`src/rtl/pld_pkg.sv`:
```
package pld_pkg;

   // Clocks needed to cover a delay in ns at a clock in MHz, rounded up.
   function automatic int unsigned hold_cycles(input int unsigned mhz, input int unsigned ns);
      return (mhz * ns + 999) / 1000;
   endfunction

   // Error pin state packed as {output_enable, data}.
   typedef enum logic [1:0] {
      PIN_FLOAT = 2'b00,
      PIN_LOW   = 2'b10,
      PIN_HIGH  = 2'b11
   } pin_state_e;

endpackage

```
`src/rtl/pld_edge_sync.sv`:
```
module pld_edge_sync #(
   parameter int unsigned STAGES = 2
) (
   input  logic clk,
   input  logic rst,
   input  logic din,
   output logic rise
);

   logic level;
   logic level_q;

   generate
      if (STAGES == 0) begin : g_direct
         assign level = din;
      end else begin : g_chain
         logic [STAGES-1:0] chain;
         always_ff @(posedge clk) begin
            if (rst) begin
               chain <= '0;
            end else begin
               chain[0] <= din;
               for (int i = 1; i < int'(STAGES); i++) begin
                  chain[i] <= chain[i-1];
               end
            end
         end
         assign level = chain[STAGES-1];
      end
   endgenerate

   always_ff @(posedge clk) begin
      if (rst) level_q <= 1'b0;
      else     level_q <= level;
   end

   assign rise = level & ~level_q;

endmodule

```
`src/rtl/pld_req_core.sv`:
```
module pld_req_core #(
   parameter int unsigned HOLD_CYC = 4,
   localparam int unsigned CW = $clog2(HOLD_CYC + 1)
) (
   input  logic clk,
   input  logic rst,
   input  logic ref_rise,
   input  logic fb_rise,
   output logic up_req,
   output logic dn_req
);

   logic [CW-1:0] hold_cnt;
   logic          pair;
   logic          release_now;

   assign pair        = up_req & dn_req;
   assign release_now = pair && (hold_cnt == CW'(HOLD_CYC - 1));

   always_ff @(posedge clk) begin
      if (rst) begin
         up_req   <= 1'b0;
         dn_req   <= 1'b0;
         hold_cnt <= '0;
      end else begin
         // A fresh edge wins over the pair release.
         up_req <= (up_req & ~release_now) | ref_rise;
         dn_req <= (dn_req & ~release_now) | fb_rise;
         if (pair && !release_now) hold_cnt <= hold_cnt + 1'b1;
         else                      hold_cnt <= '0;
      end
   end

   assert_reset_clears_R1: assert property (@(posedge clk)
      rst |=> (!up_req && !dn_req));
   assert_up_after_edge_R2: assert property (@(posedge clk) disable iff (rst)
      ref_rise |=> up_req);
   assert_dn_after_edge_R3: assert property (@(posedge clk) disable iff (rst)
      fb_rise |=> dn_req);
   assert_up_drops_in_pair_R7: assert property (@(posedge clk) disable iff (rst)
      $fell(up_req) |-> $past(dn_req));
   assert_dn_drops_in_pair_R7: assert property (@(posedge clk) disable iff (rst)
      $fell(dn_req) |-> $past(up_req));
   assert_hold_bound_R7: assert property (@(posedge clk) disable iff (rst)
      hold_cnt < CW'(HOLD_CYC));
   assert_single_persists_R9: assert property (@(posedge clk) disable iff (rst)
      (up_req && !dn_req) |=> up_req);

endmodule

```
`src/rtl/pld_pin_drive.sv`:
```
module pld_pin_drive (
   input  logic up_req,
   input  logic dn_req,
   output logic pin_data,
   output logic pin_oe
);
   import pld_pkg::*;

   pin_state_e state;

   always_comb begin
      unique case ({up_req, dn_req})
         2'b10:   state = PIN_LOW;
         2'b01:   state = PIN_HIGH;
         default: state = PIN_FLOAT;
      endcase
   end

   assign {pin_oe, pin_data} = state;

endmodule

```
`src/rtl/phase_lead_detector.sv`:
```
module phase_lead_detector #(
   parameter int unsigned CLK_MHZ     = 125,
   parameter int unsigned DELAY_NS    = 900,
   parameter int unsigned SYNC_STAGES = 2
) (
   input  logic clk,
   input  logic rst,
   input  logic ref_in,
   input  logic fb_in,
   output logic up_n,
   output logic dn_n,
   output logic err_data,
   output logic err_oe
);

   localparam int unsigned HOLD_CYC = pld_pkg::hold_cycles(CLK_MHZ, DELAY_NS);

   generate
      if (HOLD_CYC < 1) begin : g_bad_hold
         $error("phase_lead_detector: hold delay rounds to zero clocks");
      end
      if (SYNC_STAGES > 4) begin : g_bad_sync
         $error("phase_lead_detector: SYNC_STAGES above 4 is not supported");
      end
   endgenerate

   logic ref_rise, fb_rise;
   logic up_req, dn_req;

   pld_edge_sync #(.STAGES(SYNC_STAGES)) u_ref_sync (
      .clk(clk), .rst(rst), .din(ref_in), .rise(ref_rise));

   pld_edge_sync #(.STAGES(SYNC_STAGES)) u_fb_sync (
      .clk(clk), .rst(rst), .din(fb_in), .rise(fb_rise));

   pld_req_core #(.HOLD_CYC(HOLD_CYC)) u_core (
      .clk(clk), .rst(rst), .ref_rise(ref_rise), .fb_rise(fb_rise),
      .up_req(up_req), .dn_req(dn_req));

   pld_pin_drive u_pin (
      .up_req(up_req), .dn_req(dn_req),
      .pin_data(err_data), .pin_oe(err_oe));

   assign up_n = ~up_req;
   assign dn_n = ~dn_req;

   assert_lead_low_R4: assert property (@(posedge clk) disable iff (rst)
      (!up_n && dn_n) |-> (err_oe && !err_data));
   assert_lag_high_R5: assert property (@(posedge clk) disable iff (rst)
      (up_n && !dn_n) |-> (err_oe && err_data));
   assert_float_R6: assert property (@(posedge clk) disable iff (rst)
      (up_n == dn_n) |-> !err_oe);

endmodule

```
`config.mk`:
```
export PLATFORM = sky130hd
export DESIGN_NAME = phase_lead_detector
export DESIGN_NICKNAME = d
export VERILOG_FILES = /design/src/rtl/pld_pkg.sv /design/src/rtl/pld_edge_sync.sv /design/src/rtl/pld_req_core.sv /design/src/rtl/pld_pin_drive.sv /design/src/rtl/phase_lead_detector.sv
export SDC_FILE = /design/constraint.sdc
export NUM_CORES = 1
export LEC_CHECK = 0
export BUFFER_PORTS_ARGS = -buffer_cell sky130_fd_sc_hd__buf_2
export CORE_AREA = 2 2 39 41
export DETAILED_ROUTE_END_ITERATION = 10
export DIE_AREA = 0 0 41 43
export SYNTH_ARGS = -nofsm -noshare
export SYNTH_HDL_FRONTEND = slang
export SYNTH_SLANG_ARGS = --single-unit
```
`constraint.sdc`:
```
create_clock -name clk -period 1.3 [get_ports clk]
set_input_delay 0.065 -clock clk [delete_from_list [all_inputs] [get_ports clk]]
set_output_delay 0.065 -clock clk [all_outputs]
set_load 0.01 [all_outputs]
```
**After elaboration in Yosys (flattened, before gate mapping)**

Cells that the tools add are included.

- Register bits after elaboration: 15
- Input bits: 4
- Output and inout bits: 4
- Logic and storage cells: 29

- Add/subtract/negate cells: 1
- Equal/unequal tests: 3
- Mux-type cells: 1
- Bitwise operators: 13
- Reductions and logical operators: 4

Operators with widths:

| operator | count |
|---|---|
| $add 7x1->7 const B | 1 |
| $eq 7x7->1 const B | 1 |
| $not 1->1 | 6 |
| $and 1x1->1 | 5 |
| $pmux 2 s2 | 1 |
| $eq 2x1->1 const B | 1 |
| $eq 2x2->1 const B | 1 |
| $logic_and 1x1->1 | 2 |
| $or 1x1->1 | 2 |
| $reduce_or 2->1 | 1 |
| $logic_not 1->1 | 1 |

**Logic depth before layout (Yosys ltp)**

Gate-level depths: netlist (run 1).

- Depth in word-level cells: 6
- Mapped depth: 5
- Depth with buffers taken out: 5

**Hierarchy**

From an unflattened synthesis (run 1), not the netlist that was laid out.

- Cell total of the unflattened synthesis: 60
- Area total of the unflattened synthesis: 584.3 um2

By module, submodules not included:

| module | instances | cells an instance | area each (um2) | sequential area each (um2) |
|---|---|---|---|---|
| pld_req_core | 1 | 41 | 381.6 | 180.2 |
| pld_edge_sync | 2 | 7 | 87.6 | 60.1 |
| pld_pin_drive | 1 | 3 | 20.0 | 0.0 |
| phase_lead_detector | 1 | 2 | 7.5 | 0.0 |

**Worst setup path before layout (run 1)**

No wires, ideal clock.

- Path kind: reg-to-reg
- Start point: register u_core.hold_cnt[0]
- End point: register u_core.hold_cnt[2]
- Library setup time: 0.131 ns
- Data arrival time: 1.022 ns
- Required time: 1.169 ns
- Path slack: 0.147 ns
- Cell stages (with the launch flop): 6
- Buffers on the path: 0
- Period minus slack after synthesis: 1.153 ns
- Cell sequence: dfxtp_1 inv_1 ha_1 nand4bb_1 o21ai_1 nor2_1

- Longest elaborated chain between the ends: 6
- Elaborated cells on any way between the ends: 7
- Those cells by class: 1 x add/sub; 1 x eq/ne; 1 x bitwise; 4 x reduce/logical

RTL lines:

| what | line | RTL |
|---|---|---|
| from (decl) | pld_req_core.sv:13 | `logic [CW-1:0] hold_cnt;` |
| from (signal assigned) | pld_req_core.sv:29 | `if (pair && !release_now) hold_cnt <= hold_cnt + 1'b1;` |
| branches (longest 6 deep; another with $add 7x1->7) | n/a |  |

Several ways; the timed one is not identified.
A chain may end at the register's enable or synchronous reset.

**Worst setup path after layout (run 1)**

- Start point: register u_core.hold_cnt[0]
- End point: register u_core.hold_cnt[6]

The elaborated chain is that of the path after synthesis.

==> key figures, run 1 <==
Global routing
  – GRT overflow: 0
  – Gr usage total: 0.1237
  – Largest net degree at the start of global routing: 10
  – Initial antenna violation count: 0
  – Number of global-route vias before repair: 343
  – First-pass GRT wire length: 1393 microns

Critical path
  – Max FO, Critical Path: 4
  – CP Class: register to register
  – Critical path capture point type: register
  – Crit path DAT: 1.41 ns
  – FF-to-FF setup slack: 0.11 ns
  – CP Data Required Time: 1.52 ns
  – Crit. Startpoint: u_core.hold_cnt[0]
  – Worst r2r src: u_core.hold_cnt[0]
  – Worst setup SP type: register

Timing
  – Pins Over Slew Limit: 0
  – Period utilisation layout: 0.9155
  – Max-slew headroom: 0.8896
  – Final hold vios: 0
  – Final setup viols: 0
  – Aggregate negative setup slack: 0 ns
  – Worst Tran Pin Value: 0.1639 ns
  – RSZ-0062 raised after global routing: false
  – Tmin final: 1.190 ns
  – Max frequency: 0.8403 GHz
  – Clock skew: 0.001431 ns

Layout
  – Ant. Diodes: 0
  – Layout area overhead: 20.18%
  – Final Core Density: 0.4955
  – Multi-input gate area: 250.2 sq um
  – Filler Cell Count: 141
  – Fraction of layout cells with a size suffix above 1: 0.2192
  – Final net count: 82
  – Sequential cell area: 302.8 sq um
  – Final instance area: 685.7 sq um

Die
  – Row cnt: 14
  – Ports: 8
  – Initial Util: 0.4123
  – Die W: 41 microns
  – Die H: 43 microns
  – DIE AREA: 1763 sq um
  – Core area: 1384 sq um

Logic synthesis
  – Synth cell types: 16
  – Avg Cell Area, Syn: 9.670 sq um
  – Synth Warn #: 0
  – Sequential area share after synthesis: 0.5263
  – #FFs+latches synth: 15
  – Post-synthesis instance total: 59
  – Mapped Area: 570.5 sq um
  – Synthesized Nets: 67

Placement
  – DP Area: 633.1 sq um
  – Global placement routability congestion: 0.6533
  – Port bufs: 7
  – Post-DP HPWL: 590.4 microns

Clock network
  – Root buffer cell: clkbuf_4
  – CTS tree: built
  – CTS H-tree lvls: 1
  – Max Buffers Root-to-Sink: 2
  – CTS Sinks: 15
  – CTS Buf Count: 3
  – Clk_lat worst skew: 0.28 ns
  – Worst-path clk slew: 0.09 ns

Routing
  – Wirelength per Cell: 8.966 microns
  – DR vias/cell: 4.483
  – First-pass detailed-route iteration total: 2
  – Vias after detailed routing: 399
  – DRT iter0 DRCs: 3
  – Final WL: 798 microns
  – ANT nets after route: 0
  – # DRC: 0

Min path
  – Hold Crit Class: input pin to register
  – Hold wc startpoint: rst

Flow run
  – Max Cap Viol: 0

Power and ir drop
  – Peak VDD IR: 0.5085 mV
  – Pleak: 0.2636 nW
  – Pwr Density: 1128 nW/um^2

Status
  – Status: finished clean
[stage by stage]
stage	hold WS, ns	power, mW	instances	setup slack (ns)
finish	0.05428	0.7735	89	0.1099
global route	0.05380	0.8215	89	0.004701
CTS	0.04352	0.7895	89	0.05506
detailed placement	0.2807	0.5214	83	0.07474
global placement	0.2727	0.5205	83	0.1195
floorplan	0.1341	0.5040	59	0.1473
[what timing repair did]
action | CTS | global route
gates resized for setup | 0 | 3
buffers inserted | 0 | 0
endpoints found under the setup margin | 0 | 2
hold buffers | 2 | 0
hold endpoints to repair | 2 | 0
[flip-flops by register name, indices dropped and copies added (netlist names)]
signal                    cells
u_core.up_req                 1
u_ref_sync.g_chain.chain      2
u_fb_sync.g_chain.chain       2
u_fb_sync.level_q             1
u_ref_sync.level_q            1
u_core.hold_cnt               7
u_core.dn_req                 1
[power by group]
part	internal, mW	total (mW)	switching, mW
clock network	0.114	0.259	0.145
logic	0.0215	0.0397	0.0182
registers	0.470	0.475	0.00462
[area by class of cell]
cell class	count	area share
flip-flops and latches	15	0.4416
multi-input cells	38	0.3650
repair buffers	10	0.09124
clock buffers	3	0.03285
inverters	6	0.03285
well taps	16	0.02920
clock inverters	1	0.007299
[worst max-delay path: stages (launching register included)]
cell and delay [ns]:
dfxtp_2 0.36, ha_2 0.19, nand3_1 0.11, or3_1 0.32, a21oi_1 0.14
[layer usage]
metal	share of wire	wire, microns	track usage
met5	0	0	0
met4	0.011	9	0.1200
met3	0.040	32	0.04712
met2	0.41	328	0.1469
met1	0.54	428	0.1595
[synth_stat cells]
library cell,count,share of area
a21oi_1,4,0.035
ha_1,4,0.088
or3_1,2,0.022
nand2_1,2,0.013
dfxtp_1,15,0.53
nand3_2,1,0.018
nor2_1,5,0.033
nand2b_1,2,0.022
o21ai_1,1,0.0088
nand4bb_1,1,0.020
xnor2_1,1,0.015
nor2b_1,7,0.077
nand3_1,2,0.018
xor2_1,2,0.031
inv_1,6,0.039
o21ai_0,4,0.035
[logic make-up (layout without fill, tap and decap cells)]
group	Yosys count	count (layout)	synth area share
and+or+nand+nor	22	22	0.2215
DFF	15	15	0.5263
AOI/OAI and AO/OA	9	9	0.07894
buffers and inverters	6	20	0.03947
adders and majority gates	4	4	0.08772
xor gates and xnor gates	3	3	0.04606
[worst paths after layout]
| path | to | cells after the start |
|---|---|---|
| max | u_core.hold_cnt[6] | 4 |
| min | u_core.up_req | 2 |
| max reg2reg | u_core.hold_cnt[6] | 4 |
| min reg2reg | u_core.hold_cnt[0] | 1 |
[cells in the final DEF, fill, tap and decap left out]
master	n
o21ai_0	4
o21ai_1	1
clkbuf_4	3
buf_2	7
a21oi_1	4
dlygate4sd3_1	2
buf_4	1
xnor2_1	1
nand2_1	2
ha_1	3
clkinv_2	1
or3_1	2
dfxtp_1	13
nor2_1	5
nand4bb_1	1
nand3_1	2
ha_2	1
nand2b_1	2
inv_1	6
nand3_2	1
xor2_1	2
dfxtp_2	2
nor2b_1	7
No activity file was read; power rests on OpenSTA's default activity.
==> inputs of run 2 (changes only) <==
==> constraint.sdc (replaced) <==
create_clock -name clk -period 1.3 [get_ports clk]
set_input_delay 0.065 -clock clk [delete_from_list [all_inputs] [get_ports clk]]
set_output_delay 0.065 -clock clk [all_outputs]
set_load 0.02 [all_outputs]
==> key figures, run 2 (same netlist as run 1, synthesis figures left out) <==
Die
  – Die W: 41 microns
  – Die H: 43 microns
  – Ports: 8
  – Core area: 1384 sq um
  – Row cnt: 14
  – DIE AREA: 1763 sq um
  – Initial Util: 0.4123

Layout
  – Fraction of layout cells with a size suffix above 1: 0.2329
  – Filler Cell Count: 140
  – Most frequent cells in the layout: dfxtp_1 (12), nor2b_1 (7), buf_2 (7)
  – Largest register FFs: 7
  – Final net count: 82
  – Most common cell after layout, fill and taps aside: dfxtp_1
  – Top flop regs: u_core.hold_cnt (7), u_fb_sync.g_chain.chain (2), u_ref_sync.g_chain.chain (2)
  – Final Core Density: 0.4964
  – Fin cells: 89
  – Most flops, register: u_core.hold_cnt
  – Ant. Diodes: 0
  – Final instance area: 686.9 sq um
  – Layout area overhead: 20.39%

Min path
  – Hold wc startpoint: rst
  – Hold Crit Class: input pin to register
  – Worst Hold Endpoint: u_core.up_req
  – Hold Path Cell Cnt: 2

Critical path
  – Critical path capture point type: output port
  – CP Class: register to output port
  – Reg2reg end: u_core.hold_cnt[6]
  – Worst setup SP type: register
  – FF-to-FF setup slack: 0.11 ns
  – Worst r2r src: u_core.hold_cnt[0]
  – Crit path DAT: 1.13 ns
  – CP Data Required Time: 1.24 ns
  – Worst r2r path cells: 4
  – Max FO, Critical Path: 3

Global routing
  – Gr usage total: 0.1237
  – Largest net degree at the start of global routing: 10
  – Number of global-route vias before repair: 343
  – GRT overflow: 0
  – First-pass GRT wire length: 1393 microns
  – Initial antenna violation count: 0

Timing
  – RSZ-0062 raised after global routing: false
  – Max frequency: 0.8392 GHz
  – Final hold vios: 0
  – Worst Tran Pin Value: 0.1639 ns
  – Tmin final: 1.192 ns
  – Max-slew headroom: 0.8896
  – Hold_ws: 0.04701 ns
  – Aggregate negative setup slack: 0 ns
  – Clock skew: 0.001431 ns
  – Period utilisation layout: 0.9166
  – Pins Over Slew Limit: 0
  – Final setup viols: 0

Routing
  – # DRC: 0
  – Wirelength per Cell: 8.966 microns
  – ANT nets after route: 0
  – DRT iter0 DRCs: 2
  – DR vias/cell: 4.472
  – Vias after detailed routing: 398
  – First-pass detailed-route iteration total: 2
  – Final WL: 798 microns

Clock network
  – CTS Sinks: 15
  – Worst-path clk slew: 0.09 ns
  – Root buffer cell: clkbuf_4
  – CTS tree: built
  – Clk_lat worst skew: 0.28 ns
  – Post-CTS setup buffer count: 0
  – CTS H-tree lvls: 1
  – CTS Buf Count: 3
  – Max Buffers Root-to-Sink: 2

Placement
  – Dpl cells: 83
  – Post-DP HPWL: 590.4 microns
  – DP Area: 633.1 sq um
  – Global placement routability congestion: 0.6533
  – Port bufs: 7

Power and ir drop
  – Pwr Density: 1136 nW/um^2
  – Seq pwr share: 0.609
  – Pleak: 0.2640 nW
  – Peak VDD IR: 0.5086 mV
  – Clock network power share: 0.332
  – Comb pwr share: 0.059
  – Switch Pwr: 0.1742 mW
  – Switch share: 0.2232
  – Int Pwr: 0.6060 mW

Flow run
  – Max Cap Viol: 0

Status
  – Status: finished clean
==> run 2: cell counts in the layout (fill, tap and decap cells not counted) <==
Identical to the previous run, type by type.
==> run 2: area by class of cell <==
class	instances	area, sq um	area share
clock inverters	1	5.005	0.007286
inverters	6	22.52	0.03279
repair buffers	10	62.56	0.09107
well taps	16	20.02	0.02914
clock buffers	3	22.52	0.03279
multi-input cells	38	250.2	0.3643
flip-flops and latches	15	304.0	0.4426
==> run 2: layer usage <==
| layer | up-vias | wire length (microns) | share of wire | GRT usage |
|---|---|---|---|---|
| met5 | - | 0 | 0 | 0 |
| met4 | 0 | 9 | 0.011 | 0.1200 |
| met3 | 2 | 32 | 0.040 | 0.04712 |
| met2 | 6 | 327 | 0.41 | 0.1469 |
| met1 | 172 | 428 | 0.54 | 0.1595 |
| li1 | 218 | - | - | - |
==> run 2: stage by stage <==
stage / total power, mW / setup slack, ns
5_1_grt: 0.8281 / 0.004701
6_report: 0.7802 / 0.1084
3_3_place_gp: 0.5269 / 0.1195
2_1_floorplan: 0.5105 / 0.1473
3_5_place_dp: 0.5277 / 0.07474
4_1_cts: 0.7959 / 0.05506
==> run 2: worst max-delay path: stages (launching register included) <==
cell     delay, ns
dfxtp_2       0.34
inv_1         0.05
ha_1          0.26
inv_1         0.05
buf_2         0.15
==> run 2: timing repair <==
| item | 4_1_cts | 5_1_grt |
|---|---|---|
| hold buffers | 2 | 0 |
| endpoints found under the hold margin | 2 | 0 |
| setup endpoints to repair | 0 | 3 |
| gates resized for setup | 0 | 4 |
==> run 2: power by group through the flow <==
stage          clock network [mW]  registers [mW]  logic, mW
4_1_cts                     0.274           0.475     0.0469
2_1_floorplan                   0           0.484     0.0261
3_3_place_gp                    0           0.485     0.0415
3_5_place_dp                    0           0.485     0.0422
6_report                    0.259           0.475     0.0462
5_1_grt                     0.299           0.476     0.0530
==> run 2: how the worst max path moves through the flow <==
stage	to	cells after the start	startpoint
finish	err_oe	4	u_core.up_req
global route	u_core.hold_cnt[6]	4	u_core.hold_cnt[0]
CTS	u_core.hold_cnt[6]	4	u_core.hold_cnt[0]
detailed placement	u_core.hold_cnt[6]	4	u_core.hold_cnt[0]
global placement	u_core.hold_cnt[6]	4	u_core.hold_cnt[0]
floorplan	u_core.hold_cnt[2]	5	u_core.hold_cnt[0]
==> inputs of run 3 (changes only) <==
- clock period: 1.3 -> 1.5 ns (I/O delays scaled with it)
==> key figures, run 3 (same netlist as run 1, synthesis figures left out) <==
Placement
  – Port bufs: 7
  – Setup WS pre-CTS: 0.2337 ns
  – Post-DP HPWL: 618.9 microns
  – DP Area: 633.1 sq um
  – Global placement routability congestion: 0.6871

Die
  – Die H: 43 microns
  – Core area: 1384 sq um
  – Ports: 8
  – Row cnt: 14
  – Initial Util: 0.4123
  – DIE AREA: 1763 sq um
  – Die W: 41 microns

Clock network
  – Clk_lat worst skew: 0.28 ns
  – CTS Buf Count: 3
  – CTS tree: built
  – Worst-path clk slew: 0.09 ns
  – # hold bufs at CTS: 2
  – CTS H-tree lvls: 1
  – CTS Sinks: 15
  – CTS-repair resized insts: 0
  – Root buffer cell: clkbuf_4
  – Max Buffers Root-to-Sink: 2
  – Post-CTS setup buffer count: 0

Flow run
  – Max Cap Viol: 0

Critical path
  – Crit. path cell count: 4
  – Worst r2r path cells: 4
  – Worst setup SP type: register
  – Reg2reg end: u_core.hold_cnt[6]
  – Crit path DAT: 1.47 ns
  – Worst r2r src: u_core.hold_cnt[0]
  – WP buf/inv: 0
  – Crit path max-delay family: simple AND/OR/NAND/NOR gates
  – CP Class: register to register
  – Slowest-stage cell, CP: dfxtp_1
  – Critical Path Max Stage Delay: 0.39 ns
  – Max FO, Critical Path: 4
  – Crit. Startpoint: u_core.hold_cnt[0]
  – CP Capture Point: u_core.hold_cnt[6]
  – CP Cell Sequence: ha_1 -> nand3_1 -> or3_1 -> a21oi_1
  – CP Data Required Time: 1.72 ns
  – Critical path capture point type: register
  – FF-to-FF setup slack: 0.25 ns

Layout
  – Top flop regs: u_core.hold_cnt (7), u_fb_sync.g_chain.chain (2), u_ref_sync.g_chain.chain (2)
  – Final net count: 82
  – Final instance area: 680.7 sq um
  – Largest register FFs: 7
  – Most common cell after layout, fill and taps aside: dfxtp_1
  – Fraction of layout cells with a size suffix above 1: 0.1781
  – Ant. Diodes: 0
  – Most frequent cells in the layout: dfxtp_1 (15), nor2b_1 (7), buf_2 (7)
  – Final Core Density: 0.4919
  – Most flops, register: u_core.hold_cnt
  – Layout area overhead: 19.30%

Min path
  – Hold wc startpoint: rst
  – Hold Crit Class: input pin to register

Timing
  – Max-slew headroom: 0.8951
  – Clock skew: 0.003945 ns
  – Final setup viols: 0
  – Aggregate negative setup slack: 0 ns
  – Max frequency: 0.7975 GHz
  – Hold_ws: 0.06377 ns
  – Final Worst Setup Slack: 0.2460 ns
  – Tmin final: 1.254 ns
  – Period utilisation layout: 0.8360
  – RSZ-0062 raised after global routing: false
  – Pins Over Slew Limit: 0
  – Worst Tran Pin Value: 0.1556 ns
  – Final hold vios: 0

Routing
  – M1 wire length: 422 microns
  – Wire length on met2: 384 microns
  – Vias after detailed routing: 400
  – ANT nets after route: 0
  – First-pass detailed-route iteration total: 4
  – Wirelength per Cell: 9.573 microns
  – Met3 Wirelength: 35 microns
  – # DRC: 0
  – Top sig layer: met4
  – DR vias/cell: 4.494
  – Final WL: 852 microns
  – DRT iter0 DRCs: 3

Global routing
  – GRT overflow: 0
  – Initial antenna violation count: 0
  – Largest net degree at the start of global routing: 10
  – Gr usage total: 0.1215
  – First-pass GRT wire length: 1373 microns
  – Number of global-route vias before repair: 325

Power and ir drop
  – Pleak: 0.2657 nW
  – Pwr Density: 992.9 nW/um^2
  – Peak VDD IR: 0.4725 mV

Status
  – Status: finished clean
[run 3: cell counts in the layout (fill, tap and decap cells not counted)]
No cell type changed its count.
[run 3: power breakdown]
part           total (mW)  switching (mW)  internal, mW
combinational      0.0401          0.0215        0.0186
sequential          0.412         0.00455         0.407
clock               0.224           0.125        0.0989
[run 3: layer usage]
metal / global-route usage / up-vias
li1: - / 218
met1: 0.1650 / 174
met5: 0 / -
met4: 0.1200 / 0
met3: 0.03141 / 2
met2: 0.1438 / 6
[run 3: worst min path at each step]
stage | endpoint | slack, ns | depth (start not counted)
final | u_core.up_req | 0.06 | 2
after global routing | u_core.up_req | 0.07 | 2
after CTS | u_core.up_req | 0.06 | 2
after detailed placement | u_ref_sync.g_chain.chain[0] | 0.29 | 2
after global placement | u_fb_sync.g_chain.chain[0] | 0.28 | 2
after floorplan | u_core.dn_req | 0.14 | 1
[run 3: layout make-up]
| class | instances | area, sq um |
|---|---|---|
| clock inverters | 1 | 5.005 |
| inverters | 6 | 22.52 |
| repair buffers | 10 | 62.56 |
| clock buffers | 3 | 22.52 |
| flip-flops and latches | 15 | 300.3 |
| fillers | 139 | 703.2 |
| well taps | 16 | 20.02 |
| multi-input cells | 38 | 247.7 |
[run 3: metrics by stage]
| step | power (mW) | cells |
|---|---|---|
| floorplan | 0.4424 | 59 |
| global placement | 0.4564 | 83 |
| detailed placement | 0.4581 | 83 |
| CTS | 0.6904 | 89 |
| global route | 0.7158 | 89 |
| finish | 0.6758 | 89 |
